**src/rtl/disp_tgen_pkg.sv**
```systemverilog
// Package: register addresses and bit positions shared by the timing
// generator and its register file. Assumes a 3-bit word address.
package disp_tgen_pkg;
    localparam int ADDR_W = 3;

    typedef enum logic [ADDR_W-1:0] {
        RA_CTRL    = 3'd0,
        RA_HSIZE   = 3'd1,
        RA_VSIZE   = 3'd2,
        RA_HSEG    = 3'd3,
        RA_VSEG    = 3'd4,
        RA_IRQCFG  = 3'd5,
        RA_IRQSTAT = 3'd6
    } reg_addr_e;

    localparam int CB_RUN   = 0;
    localparam int CB_DEFER = 1;
    localparam int CB_SWRST = 2;
    localparam int CB_BUSY  = 3;
    localparam int CB_HPOL  = 4;
    localparam int CB_VPOL  = 5;

    localparam int IB_EN  = 0;
    localparam int IB_SEL = 1;

    localparam int SB_START = 0;
    localparam int SB_DONE  = 1;
endpackage

```
**src/rtl/disp_tgen_axis.sv**
```systemverilog
// Module: one counting axis (pixels in a line, or lines in a frame).
// Walks through sync, back porch, active and front porch segments whose
// lengths are given minus one, and wraps after the last count.
// Assumes the length inputs stay stable while counting (they are shadowed).
module disp_tgen_axis #(
    parameter int HW = 12,
    parameter int PW = 8
) (
    input  logic          clk,
    input  logic          rst_n,
    input  logic          clear_i,
    input  logic          step_i,
    input  logic [PW-1:0] sync_m1_i,
    input  logic [PW-1:0] bp_m1_i,
    input  logic [HW-1:0] act_m1_i,
    input  logic [PW-1:0] fp_m1_i,
    output logic          last_o,
    output logic          sync_o,
    output logic          act_o,
    output logic [HW-1:0] pos_o
);
    localparam int CW = HW + 2;

    logic [CW-1:0] cnt_q;
    logic [CW-1:0] end_sync, end_bp, end_act, last_cnt;

    // Segment boundaries derived from the minus-one lengths
    always_comb begin
        end_sync = CW'(sync_m1_i) + CW'(1);
        end_bp   = end_sync + CW'(bp_m1_i) + CW'(1);
        end_act  = end_bp + CW'(act_m1_i) + CW'(1);
        last_cnt = end_act + CW'(fp_m1_i);
    end

    // Position counter: cleared when idle, wraps after the last count
    always_ff @(posedge clk) begin
        if (!rst_n || clear_i)
            cnt_q <= '0;
        else if (step_i)
            cnt_q <= last_o ? '0 : cnt_q + CW'(1);
    end

    assign last_o = (cnt_q == last_cnt);
    assign sync_o = (cnt_q < end_sync);
    assign act_o  = (cnt_q >= end_bp) && (cnt_q < end_act);
    assign pos_o  = HW'(cnt_q - end_bp);
endmodule

```
**src/rtl/disp_tgen_regs.sv**
```systemverilog
// Module: register file of the timing generator. Holds the control bits,
// the programmed sizes and segment lengths, the interrupt configuration and
// the write-one-to-clear pending bits, and forms the interrupt line.
// A soft reset clears everything here one edge after it is written.
module disp_tgen_regs
    import disp_tgen_pkg::*;
#(
    parameter int DW = 32,
    parameter int HW = 12,
    parameter int PW = 8
) (
    input  logic              clk,
    input  logic              rst_n,
    input  logic              wr_i,
    input  logic              rd_i,
    input  logic [ADDR_W-1:0] addr_i,
    input  logic [DW-1:0]     wdata_i,
    output logic [DW-1:0]     rdata_o,
    input  logic              busy_i,
    input  logic              frm_start_i,
    input  logic              frm_done_i,
    output logic              run_o,
    output logic              defer_o,
    output logic              hpol_o,
    output logic              vpol_o,
    output logic              swrst_o,
    output logic [HW-1:0]     h_act_o,
    output logic [HW-1:0]     v_act_o,
    output logic [PW-1:0]     h_sync_o,
    output logic [PW-1:0]     h_bp_o,
    output logic [PW-1:0]     h_fp_o,
    output logic [PW-1:0]     v_sync_o,
    output logic [PW-1:0]     v_bp_o,
    output logic [PW-1:0]     v_fp_o,
    output logic              irq_o
);
    logic          clr;
    logic          irq_en, irq_sel, start_pend, done_pend, stat_wr;
    logic [DW-1:0] rd_mux;

    assign clr     = !rst_n || swrst_o;
    assign stat_wr = wr_i && (addr_i == RA_IRQSTAT);

    // Configuration registers written from the bus
    always_ff @(posedge clk) begin
        if (clr) begin
            {run_o, defer_o, hpol_o, vpol_o, swrst_o} <= '0;
            {h_act_o, v_act_o} <= '0;
            {h_sync_o, h_bp_o, h_fp_o} <= '0;
            {v_sync_o, v_bp_o, v_fp_o} <= '0;
            {irq_en, irq_sel} <= '0;
        end else if (wr_i) begin
            case (addr_i)
                RA_CTRL: begin
                    run_o   <= wdata_i[CB_RUN];
                    defer_o <= wdata_i[CB_DEFER];
                    swrst_o <= wdata_i[CB_SWRST];
                    hpol_o  <= wdata_i[CB_HPOL];
                    vpol_o  <= wdata_i[CB_VPOL];
                end
                RA_HSIZE: h_act_o <= wdata_i[HW-1:0];
                RA_VSIZE: v_act_o <= wdata_i[HW-1:0];
                RA_HSEG: begin
                    h_sync_o <= wdata_i[PW-1:0];
                    h_bp_o   <= wdata_i[2*PW-1:PW];
                    h_fp_o   <= wdata_i[3*PW-1:2*PW];
                end
                RA_VSEG: begin
                    v_sync_o <= wdata_i[PW-1:0];
                    v_bp_o   <= wdata_i[2*PW-1:PW];
                    v_fp_o   <= wdata_i[3*PW-1:2*PW];
                end
                RA_IRQCFG: begin
                    irq_en  <= wdata_i[IB_EN];
                    irq_sel <= wdata_i[IB_SEL];
                end
                default: ;
            endcase
        end
    end

    // Pending bits: write one clears, a same-cycle event keeps them set
    always_ff @(posedge clk) begin
        if (clr) begin
            start_pend <= 1'b0;
            done_pend  <= 1'b0;
        end else begin
            start_pend <= (start_pend && !(stat_wr && wdata_i[SB_START])) || frm_start_i;
            done_pend  <= (done_pend && !(stat_wr && wdata_i[SB_DONE])) || frm_done_i;
        end
    end

    // Read multiplexer
    always_comb begin
        rd_mux = '0;
        case (addr_i)
            RA_CTRL: begin
                rd_mux[CB_RUN]   = run_o;
                rd_mux[CB_DEFER] = defer_o;
                rd_mux[CB_SWRST] = swrst_o;
                rd_mux[CB_BUSY]  = busy_i;
                rd_mux[CB_HPOL]  = hpol_o;
                rd_mux[CB_VPOL]  = vpol_o;
            end
            RA_HSIZE: rd_mux[HW-1:0] = h_act_o;
            RA_VSIZE: rd_mux[HW-1:0] = v_act_o;
            RA_HSEG:  rd_mux[3*PW-1:0] = {h_fp_o, h_bp_o, h_sync_o};
            RA_VSEG:  rd_mux[3*PW-1:0] = {v_fp_o, v_bp_o, v_sync_o};
            RA_IRQCFG: begin
                rd_mux[IB_EN]  = irq_en;
                rd_mux[IB_SEL] = irq_sel;
            end
            RA_IRQSTAT: begin
                rd_mux[SB_START] = start_pend;
                rd_mux[SB_DONE]  = done_pend;
            end
            default: ;
        endcase
    end

    // Registered read data, captured on the read strobe
    always_ff @(posedge clk) begin
        if (!rst_n)
            rdata_o <= '0;
        else if (rd_i)
            rdata_o <= rd_mux;
    end

    assign irq_o = irq_en && (irq_sel ? done_pend : start_pend);
endmodule

```
**src/rtl/disp_tgen.sv**
```systemverilog
// Module: display timing generator top. Sequences run/stop at frame
// granularity, shadows the timing registers at every frame start, drives
// two counting axes and forms sync, enable and coordinate outputs.
// Assumes a single pixel clock and a synchronous active-low reset.
module disp_tgen
    import disp_tgen_pkg::*;
#(
    parameter int DW = 32,
    parameter int HW = 12,
    parameter int PW = 8
) (
    input  logic              clk,
    input  logic              rst_n,
    input  logic              reg_wr,
    input  logic              reg_rd,
    input  logic [ADDR_W-1:0] reg_addr,
    input  logic [DW-1:0]     reg_wdata,
    output logic [DW-1:0]     reg_rdata,
    output logic              hsync_o,
    output logic              vsync_o,
    output logic              de_o,
    output logic [HW-1:0]     px_x_o,
    output logic [HW-1:0]     px_y_o,
    output logic              irq_o
);
    localparam int NAX = 2;

    logic          run, defer, hpol, vpol, swrst, running, eof, core_rst_n;
    logic          start_now, stop_now, frm_start, frm_done;
    logic [HW-1:0] r_act  [NAX];
    logic [PW-1:0] r_sync [NAX];
    logic [PW-1:0] r_bp   [NAX];
    logic [PW-1:0] r_fp   [NAX];
    logic [HW-1:0] s_act  [NAX];
    logic [PW-1:0] s_sync [NAX];
    logic [PW-1:0] s_bp   [NAX];
    logic [PW-1:0] s_fp   [NAX];
    logic [NAX-1:0] ax_last, ax_sync, ax_act, ax_step;
    logic [HW-1:0] ax_pos [NAX];

    disp_tgen_regs #(.DW(DW), .HW(HW), .PW(PW)) u_regs (
        .clk(clk), .rst_n(rst_n), .wr_i(reg_wr), .rd_i(reg_rd),
        .addr_i(reg_addr), .wdata_i(reg_wdata), .rdata_o(reg_rdata),
        .busy_i(running), .frm_start_i(frm_start), .frm_done_i(frm_done),
        .run_o(run), .defer_o(defer), .hpol_o(hpol), .vpol_o(vpol),
        .swrst_o(swrst),
        .h_act_o(r_act[0]), .v_act_o(r_act[1]),
        .h_sync_o(r_sync[0]), .h_bp_o(r_bp[0]), .h_fp_o(r_fp[0]),
        .v_sync_o(r_sync[1]), .v_bp_o(r_bp[1]), .v_fp_o(r_fp[1]),
        .irq_o(irq_o)
    );

    assign core_rst_n = rst_n && !swrst;
    assign eof        = running && ax_last[0] && ax_last[1];
    assign start_now  = !running && run;
    assign stop_now   = running && !run && !defer;
    assign frm_start  = start_now || (eof && run);
    assign frm_done   = eof && !stop_now;

    // Run state: start at a frame boundary, stop at once or at frame end
    always_ff @(posedge clk) begin
        if (!core_rst_n)
            running <= 1'b0;
        else if (start_now)
            running <= 1'b1;
        else if (stop_now || (eof && !run))
            running <= 1'b0;
    end

    // Axis 0 steps every pixel, axis 1 steps at each line end
    assign ax_step[0] = running;
    assign ax_step[1] = running && ax_last[0];

    for (genvar a = 0; a < NAX; a++) begin : g_axis
        // Shadow copy of this axis' timing, loaded at each frame start
        always_ff @(posedge clk) begin
            if (!core_rst_n) begin
                s_act[a]  <= '0;
                s_sync[a] <= '0;
                s_bp[a]   <= '0;
                s_fp[a]   <= '0;
            end else if (frm_start) begin
                s_act[a]  <= r_act[a];
                s_sync[a] <= r_sync[a];
                s_bp[a]   <= r_bp[a];
                s_fp[a]   <= r_fp[a];
            end
        end

        disp_tgen_axis #(.HW(HW), .PW(PW)) u_axis (
            .clk(clk), .rst_n(core_rst_n), .clear_i(!running),
            .step_i(ax_step[a]),
            .sync_m1_i(s_sync[a]), .bp_m1_i(s_bp[a]),
            .act_m1_i(s_act[a]), .fp_m1_i(s_fp[a]),
            .last_o(ax_last[a]), .sync_o(ax_sync[a]),
            .act_o(ax_act[a]), .pos_o(ax_pos[a])
        );
    end

    assign de_o    = running && ax_act[0] && ax_act[1];
    assign hsync_o = !((running && ax_sync[0]) ^ hpol);
    assign vsync_o = !((running && ax_sync[1]) ^ vpol);
    assign px_x_o  = de_o ? ax_pos[0] : '0;
    assign px_y_o  = de_o ? ax_pos[1] : '0;
endmodule

```
**config.mk**
```make
export PLATFORM = sky130hd
export DESIGN_NAME = disp_tgen
export DESIGN_NICKNAME = d
export VERILOG_FILES = /design/src/rtl/disp_tgen_pkg.sv /design/src/rtl/disp_tgen_axis.sv /design/src/rtl/disp_tgen_regs.sv /design/src/rtl/disp_tgen.sv
export SDC_FILE = /design/constraint.sdc
export NUM_CORES = 1
export LEC_CHECK = 0
export ABC_AREA = 1
export BUFFER_PORTS_ARGS = -buffer_cell sky130_fd_sc_hd__buf_2
export CORE_MARGIN = 10
export CORE_UTILIZATION = 35
export DETAILED_ROUTE_END_ITERATION = 12
export GPL_TIMING_DRIVEN = 0
export PLACE_DENSITY_LB_ADDON = 0.3
export SYNTH_ARGS = -nofsm -noshare
export SYNTH_HDL_FRONTEND = slang
export SYNTH_SLANG_ARGS = --single-unit
```
**constraint.sdc**
```tcl
create_clock -name clk -period 20.6 [get_ports clk]
set_clock_uncertainty 0.2 [all_clocks]
set_input_delay 2.06 -clock clk [delete_from_list [all_inputs] [get_ports clk]]
set_output_delay 2.06 -clock clk [all_outputs]
set_load 0.02 [all_outputs]
```
==> run_results.csv, run 1 <==
group,metric,value,unit
outcome,status,"finished, final reports clean",
sta,setup_viol,0,
synth,yosys_warnings,0,
cts,clock_path_buffers,3,
drt,viasPerCell,4.949,
cts,tritoncts,"built",
synth,avgSynthCellArea,7.622,um^2
drt,ant_nets,0,
synth,yosysSeqAreaShare,32.88,%
critical_path,critPathBufInv,7,
critical_path,endpoint_kind,"primary output",
critical_path,critPathSlowestCell,"clkbuf_1",
critical_path,start_kind,"flop",
synth,synthAdderAreaFrac,11.11,%
power_and_ir_drop,design_power_total,0.001216,W
critical_path,critPathMaxStageDelay,0.58,ns
synth,synth-seq-cells,206,
synth,synthArstFlopShare,0,%
drt,drt-total-wl,43840,um
run,cap_violations,0,
sta,worst_slew_pin_slew,0.9907,ns
die,dieArea,0.05070,mm^2
power_and_ir_drop,powerDensity,73.26,mW/mm^2
drt,drt_iter0_markers,839,
synth,synth_cell_types,55,
global_route,grt_pass1_vias,12476,
global_route,grt.total_usage,17.12,%
critical_path,path_delay_family,"simple AND/OR/NAND/NOR gates",
cts,cts_sinks,206,
sta,finalMaxSlewViolations,0,
hold_path,hp-class,"flop to flop",
sta,finalSetupTns,0,ns
cells_and_area,final_cell_mix,"354 x nand2_1, 330 x inv_1, 155 x a21oi_1",
drt,drc,0,
synth,synth-xor-area-share,4.993,%
cells_and_area,synthToLayoutAreaGrowth,12.64,%
cells_and_area,nets,2210,
synth,synth_top_family_by_area,"simple AND/OR/NAND/NOR gates",
sta,max-slew-margin-rel,33.44,%
synth,synthMuxAreaShare,0,%
critical_path,path_common_cell,"inv_1",
global_route,grt_max_degree,73,
synth,synthSimpleGateAreaFrac,26.53,%
cells_and_area,final_common_cell,"nand2_1",
power_and_ir_drop,peakVddDrop,76.19,uV
cells_and_area,multiInputGateArea,0.008280,mm^2
cts,clockRootBuffer,"clkbuf_16",
sta,hold_slack,0.2653,ns
die,ios,99,
place,hpwl,36240,um
critical_path,crit_required,18.34,ns
place,port_buffers,79,
drt,detail_route.wl_per_cell,16.85,um
critical_path,arrival,6.66,ns
synth,synth_edf_count,72,
global_route,antenna_found_initial,1,
cts,cts_hold_buf,0,
cts,cts_max_level,1,
global_route,grt_first_pass_wirelength,68690,um
sta,timing.fmax,0.1121,GHz
cts,post-cts-setup-buffer-count,0,
die,floorplan.initialDensity,35.28,%
place,place_area,0.01584,mm^2
drt,drt_first_pass_iters,6,
global_route,gr-total-overflow,0,
synth,ys.flop_type,"dfxtp_1",
cts,clk_pin_slew,0.06,ns
die,core-area,0.04176,mm^2
cts,ctsResizeCount,0,
cts,clock_latency,0.54,ns
synth,synth-compound-area-share,13.32,%
cells_and_area,drive_above_1_share,12.60,%
die,chipWidth,225.2,um
cells_and_area,register_area,0.004845,mm^2
cells_and_area,nFillCells,4272,
sta,hold_viol_final,0,
critical_path,r2r_slack,14.02,ns
sta,min_period_over_period,43.29,%
die,fp.dieH,225.2,um
critical_path,worstSetupPathType,"flop to primary output",
cts,cts_buffers,24,
cells_and_area,design_area,0.01660,mm^2
power_and_ir_drop,p_leak,7.296,nW
place,gp_congestion,0.9519,
drt,vias,12878,
synth,synth_area,0.01473,mm^2
synth,syn_inst,1933,
critical_path,crit_fanout,10,
sta,fin_crit,8.917,ns
cells_and_area,diodes,0,
sta,rsz0062_at_grt,"no",
die,core.rowCount,75,
## where the power goes
group	total (W)	internal, W	switching, W	leakage (nW)
clock	0.000404	0.000231	0.000173	0.368
combinational	0.000368	0.000127	0.000241	5.09
sequential	0.000444	0.000436	0.00000855	1.84
## cells in the mapped netlist (all sizes together) (2+ instances only)
cell type / instances / area share, %
nor4: 7 / 0.30
o41ai: 2 / 0.12
buf: 21 / 1.6
o31ai: 2 / 0.10
xnor2: 15 / 0.89
nor2: 218 / 9.4
and2: 4 / 0.17
nor3: 24 / 0.85
a21oi: 161 / 5.6
a221oi: 4 / 0.24
clkbuf: 38 / 0.97
a31oi: 10 / 0.42
clkinv: 4 / 0.10
o22ai: 14 / 0.59
dfxtp: 134 / 18
nand3b: 8 / 0.41
o21ai: 121 / 4.1
nand3: 89 / 3.4
o211ai: 7 / 0.36
and3: 2 / 0.085
xor2: 69 / 4.1
nand2: 379 / 10
o21bai: 6 / 0.31
o21a: 4 / 0.20
inv: 333 / 8.5
edfxtp: 72 / 15
or2: 4 / 0.17
fa: 8 / 1.1
nor3b: 10 / 0.51
ha: 118 / 10
nand4: 23 / 0.98
o2111ai: 4 / 0.24
o221ai: 12 / 0.71
## cells by family (layout without fill, tap and decap cells)
group                      count (synthesis)  after routing
AOI/OAI and AO/OA                        352            352
other                                      1              8
buffers and inverters                    396            519
adders and majority gates                126            126
DFF                                      206            206
xor gates and xnor gates                  84             84
and+or+nand+nor                          768            768
## routing by layer
metal,routed length [um],track usage [%],vias to the layer above
met1,19700,22.25,5922
met2,19900,28.02,361
met4,1715,6.580,2
met5,12,0,-
li1,-,-,6503
met3,2516,2.681,90
## registers in the layout, summed over array words and instances, names as in the netlist, 12 cells and up
signal and flops:
u_regs.v_act_o 12, s_bp 16, s_fp 16, u_regs.h_act_o 12, u_regs.rdata_o 24, s_act 24
g_axis.u_axis.cnt_q 28, s_sync 16
## final cells by class
| type | count | share of cell area [%] |
|---|---|---|
| inverters | 337 | 7.622 |
| clock inverters | 10 | 0.4900 |
| repair buffers | 79 | 2.382 |
| multi-input cells | 1338 | 49.89 |
| plain buffers | 59 | 2.277 |
| well taps | 539 | 4.063 |
| flip-flops and latches | 206 | 29.19 |
| clock buffers | 34 | 4.086 |
## worst paths after layout
check                                               startpoint                        endpoint  depth (start not counted)
worst max-delay path                s_sync[1][0]$_SDFFCE_PN0P_                       px_x_o[6]                         29
worst min-delay path            u_regs.rdata_o[7]$_SDFFE_PN0P_  u_regs.rdata_o[7]$_SDFFE_PN0P_                          2
worst max register to register      s_sync[1][0]$_SDFFCE_PN0P_      s_act[1][11]$_SDFFCE_PN0P_                         30
worst min register to register  u_regs.rdata_o[7]$_SDFFE_PN0P_  u_regs.rdata_o[7]$_SDFFE_PN0P_                          2
## metrics by stage
step,std cells,worst slack [ns],utilization [%]
2_1_floorplan,1940,13.31,-
6_report,2602,11.68,39.75
3_3_place_gp,2558,12.21,37.91
5_1_grt,2602,11.02,39.75
3_5_place_dp,2558,12.16,37.93
4_1_cts,2602,11.59,39.75
## worst reg2reg max path: cells and delay by family (launching register included)
family,cells,cell delay [ns]
simple gates,14,1.91
fa+ha+maj,4,1.45
compound gates,6,1.16
xor+xnor,2,0.64
flops,1,0.46
buf+inv,4,0.31
Power figures use the tool's default switching activity.
==> inputs of run 2 (changes only) <==
--- a/config.mk
+++ b/config.mk
@@ -5,7 +5,7 @@
 export SDC_FILE = /design/constraint.sdc
 export NUM_CORES = 1
 export LEC_CHECK = 0
-export ABC_AREA = 1
+export ABC_AREA = 0
 export BUFFER_PORTS_ARGS = -buffer_cell sky130_fd_sc_hd__buf_2
 export CORE_MARGIN = 10
 export CORE_UTILIZATION = 35
==> constraint.sdc (replaced) <==
create_clock -name clk -period 8 [get_ports clk]
set_clock_uncertainty 0.2 [all_clocks]
set_input_delay 0.8 -clock clk [delete_from_list [all_inputs] [get_ports clk]]
set_output_delay 0.8 -clock clk [all_outputs]
set_load 0.02 [all_outputs]
==> run 2 against run 1 <==
  * Clock power rose to 2.7 times the previous value
  * Combinational power rose by 120%
  * Synthesized cell count fell by 14%
  * Sequential share of layout area rose by 0.11 points
  * Critical path depth fell by 4
  * Sequential cell count did not move
  * Via count fell by 7.1%
  * Highest routed layer is now met4
  * Clock-buffer cell count rose by 2
  * Utilization rose by 0.65 points
  * Sequential power rose to 2.6 times the previous value
==> run_results.csv, run 2 <==
group,metric,value,unit
critical_path,start_kind,"flop",
synth,ys.flop_type,"dfxtp_1",
critical_path,reg2regPathDepth,24,
global_route,use_met3,2.500,%
synth,synth_top_family_by_area,"simple AND/OR/NAND/NOR gates",
power_and_ir_drop,power_frac_comb,26.8,%
synth,yosysSeqAreaShare,33.38,%
critical_path,path_common_cell,"a21oi_1",
global_route,grtUsageMet2,25.75,%
critical_path,critPathBufInv,5,
synth,synthTopCellsByArea,"dfxtp_1 18%, edfxtp_1 15%, ha_1 10%",
synth,synthTopCellsByCount,"278 x nand2_1, 134 x dfxtp_1, 130 x a21oi_1",
outcome,status,"finished, final reports clean",
hold_path,hp-class,"flop to flop",
cells_and_area,largest_reg_flops,28,
sta,worst_slew_pin_slew,0.8732,ns
synth,yosysMostFrequentCell,"nand2_1",
cells_and_area,final_cell_mix,"278 x nand2_1, 134 x dfxtp_1, 129 x a21oi_1",
cells_and_area,diodes,0,
place,hpwl,34290,um
sta,hold_viol_final,0,
place,pre_cts_ws,0.5016,ns
power_and_ir_drop,design_power_total,0.003065,W
power_and_ir_drop,clkPwrFrac,35.9,%
cts,clk_pin_slew,0.05,ns
power_and_ir_drop,seqPwrFrac,37.3,%
cts,clock_path_buffers,3,
cells_and_area,synthToLayoutAreaGrowth,13.91,%
synth,synthArstFlopShare,0,%
sta,setup_ws,0.4751,ns
synth,synth-seq-cells,206,
synth,synth_edf_count,72,
critical_path,crit_fanout,10,
global_route,met1_usage,22.26,%
die,ios,99,
global_route,grt.total_usage,16.27,%
power_and_ir_drop,powerDensity,185.4,mW/mm^2
power_and_ir_drop,p_leak,6.993,nW
sta,fin_crit,7.525,ns
drt,drc,0,
critical_path,rr_startpoint,"s_sync[0][0]$_SDFFCE_PN0P_",
cts,tritoncts,"built",
power_and_ir_drop,switching_share,31.02,%
sta,max-slew-margin-rel,41.79,%
global_route,antenna_found_initial,0,
cts,clock_latency,0.52,ns
critical_path,endpoint_kind,"primary output",
sta,timing.fmax,0.1329,GHz
critical_path,critPathMaxStageDelay,0.47,ns
drt,drt-total-wl,42290,um
global_route,grt_max_degree,37,
global_route,gr-total-overflow,0,
critical_path,worstSetupPathType,"flop to primary output",
synth,synthMuxAreaShare,2.293,%
critical_path,rr_endpoint,"s_act[1][2]$_SDFFCE_PN0P_",
synth,synth-xor-area-share,6.457,%
die,fp.dieH,223.6,um
drt,drt_first_pass_iters,5,
cts,cts_sinks,206,
die,core.rowCount,74,
critical_path,r2r_slack,0.69,ns
synth,synthSimpleGateAreaFrac,23.57,%
cells_and_area,final_common_cell,"nand2_1",
die,floorplan.initialDensity,35.47,%
critical_path,critPathSlowestCell,"edfxtp_1",
global_route,grt_first_pass_wirelength,65900,um
critical_path,crit_required,7.00,ns
die,chipWidth,223.6,um
drt,detail_route.wl_per_cell,18.20,um
die,core-area,0.04092,mm^2
power_and_ir_drop,peakVddDrop,125.8,uV
critical_path,worstSetupEndpoint,"px_y_o[9]",
cts,cts_hold_buf,0,
synth,syn_inst,1653,
synth,synth-compound-area-share,17.08,%
cts,cts_buffers,24,
synth,synth_area,0.01451,mm^2
synth,synth_top_cell_by_area,"dfxtp_1",
critical_path,arrival,6.52,ns
place,port_buffers,79,
die,dieArea,0.05001,mm^2
critical_path,critical_path.startpoint,"s_sync[0][0]$_SDFFCE_PN0P_",
cells_and_area,nets,1939,
sta,min_period_over_period,94.06,%
cells_and_area,drive_above_1_share,14.96,%
cells_and_area,reg_top3,"g_axis.u_axis.cnt_q: 28 flops, s_act: 24 flops, u_regs.rdata_o: 24 flops",
critical_path,path_depth,25,
drt,viasPerCell,5.151,
power_and_ir_drop,p_switching,0.0009509,W
cts,cts_max_level,1,
cells_and_area,regMostFlops,"g_axis.u_axis.cnt_q",
synth,synth_cell_types,85,
synth,synthAdderAreaFrac,11.28,%
synth,avgSynthCellArea,8.780,um^2
drt,ant_nets,0,
power_and_ir_drop,p_int,0.002114,W
critical_path,path_delay_family,"compound AO/OA/AOI/OAI gates",
global_route,busiest_layer,"met2",
drt,vias,11970,
place,gp_congestion,0.9204,
synth,yosys_warnings,0,
cts,clockRootBuffer,"clkbuf_16",
run,cap_violations,0,
drt,drt_iter0_markers,860,
global_route,grt_pass1_vias,11614,
synth,yosysTopAreaCellShare,18.48,%
sta,finalMaxSlewViolations,0,
sta,setup_viol,0,
-- run 2: changes by cell type in the layout (fill, tap and decap cells not counted), moves of 22 or more --
cell	delta
o21a_1	+23
inv_1	-231
nand3_1	-44
a21oi_1	-26
nand2_1	-76
o21ai_0	-76
a21o_1	+24
xnor2_1	+40
o211a_1	+27
mux2i_1	+22
nor2_1	-59
nor2b_1	+28
a22oi_1	+22
-- run 2: kinds of logic (layout without fill, tap and decap cells) --
family                   after synthesis  count (layout)
other                                  1               8
buffers and inverters                187             319
AND/OR/NAND/NOR                      630             630
XOR/XNOR                             107             107
multiplexers                          32              32
adder cells (fa/ha/maj)              126             126
AO/OA/AOI/OAI                        364             364
flip-flops                           206             206
-- run 2: worst min-delay path by stage --
stage / start / endpoint / slack [ns] / depth (start not counted)
5_1_grt: u_regs.rdata_o[20]$_SDFFE_PN0P_ / u_regs.rdata_o[20]$_SDFFE_PN0P_ / 0.29 / 1
3_3_place_gp: u_regs.rdata_o[23]$_SDFFE_PN0P_ / u_regs.rdata_o[23]$_SDFFE_PN0P_ / 0.26 / 1
6_report: u_regs.rdata_o[13]$_SDFFE_PN0P_ / u_regs.rdata_o[13]$_SDFFE_PN0P_ / 0.28 / 1
3_5_place_dp: u_regs.rdata_o[20]$_SDFFE_PN0P_ / u_regs.rdata_o[20]$_SDFFE_PN0P_ / 0.26 / 1
2_1_floorplan: u_regs.done_pend$_SDFF_PN0_ / u_regs.done_pend$_SDFF_PN0_ / 0.25 / 2
4_1_cts: u_regs.rdata_o[15]$_SDFFE_PN0P_ / u_regs.rdata_o[15]$_SDFFE_PN0P_ / 0.28 / 1
-- run 2: through the flow --
| step | cells | hold WS [ns] | utilization [%] | setup TNS [ns] | area (um^2) |
|---|---|---|---|---|---|
| 2_1_floorplan | 1660 | 0.2453 | - | 0 | 14540 |
| 3_3_place_gp | 2271 | 0.2576 | 38.13 | -102.96 | 15600 |
| 3_5_place_dp | 2273 | 0.2612 | 38.24 | 0 | 15650 |
| 4_1_cts | 2320 | 0.2804 | 40.24 | 0 | 16470 |
| 5_1_grt | 2324 | 0.2949 | 40.40 | -0.01124 | 16530 |
| 6_report | 2324 | 0.2758 | 40.40 | 0 | 16530 |
-- run 2: area by class of cell --
class                      count  area [um^2]
fill                        4119        24390
multi-input combinational   1267         8879
sequential                   206         4845
clock buffer                  36        728.2
tap                          532        665.6
timing repair buffer          88        488.0
buffer                        87        486.7
inverter                     100        375.4
clock inverter                 8        66.31
-- run 2: repair_timing --
item,in CTS,in global routing
pin swaps,0,2
buffers inserted,3,4
resized for setup,2,6
endpoints found under the setup margin,20,25
-- run 2: metal layers --
metal / up-vias / wire length (um)
met5: - / 0
met4: 0 / 1284
met3: 68 / 2323
met2: 312 / 18840
met1: 5582 / 19840
li1: 6008 / -
-- run 2: power by group through the flow --
stage,combinational [W],clock [W],sequential [W]
floorplan,0.000630,0,0.00116
global placement,0.000785,0,0.00117
detailed placement,0.000805,0,0.00116
CTS,0.000811,0.00112,0.00114
global route,0.000915,0.00117,0.00115
finish,0.000821,0.00110,0.00114
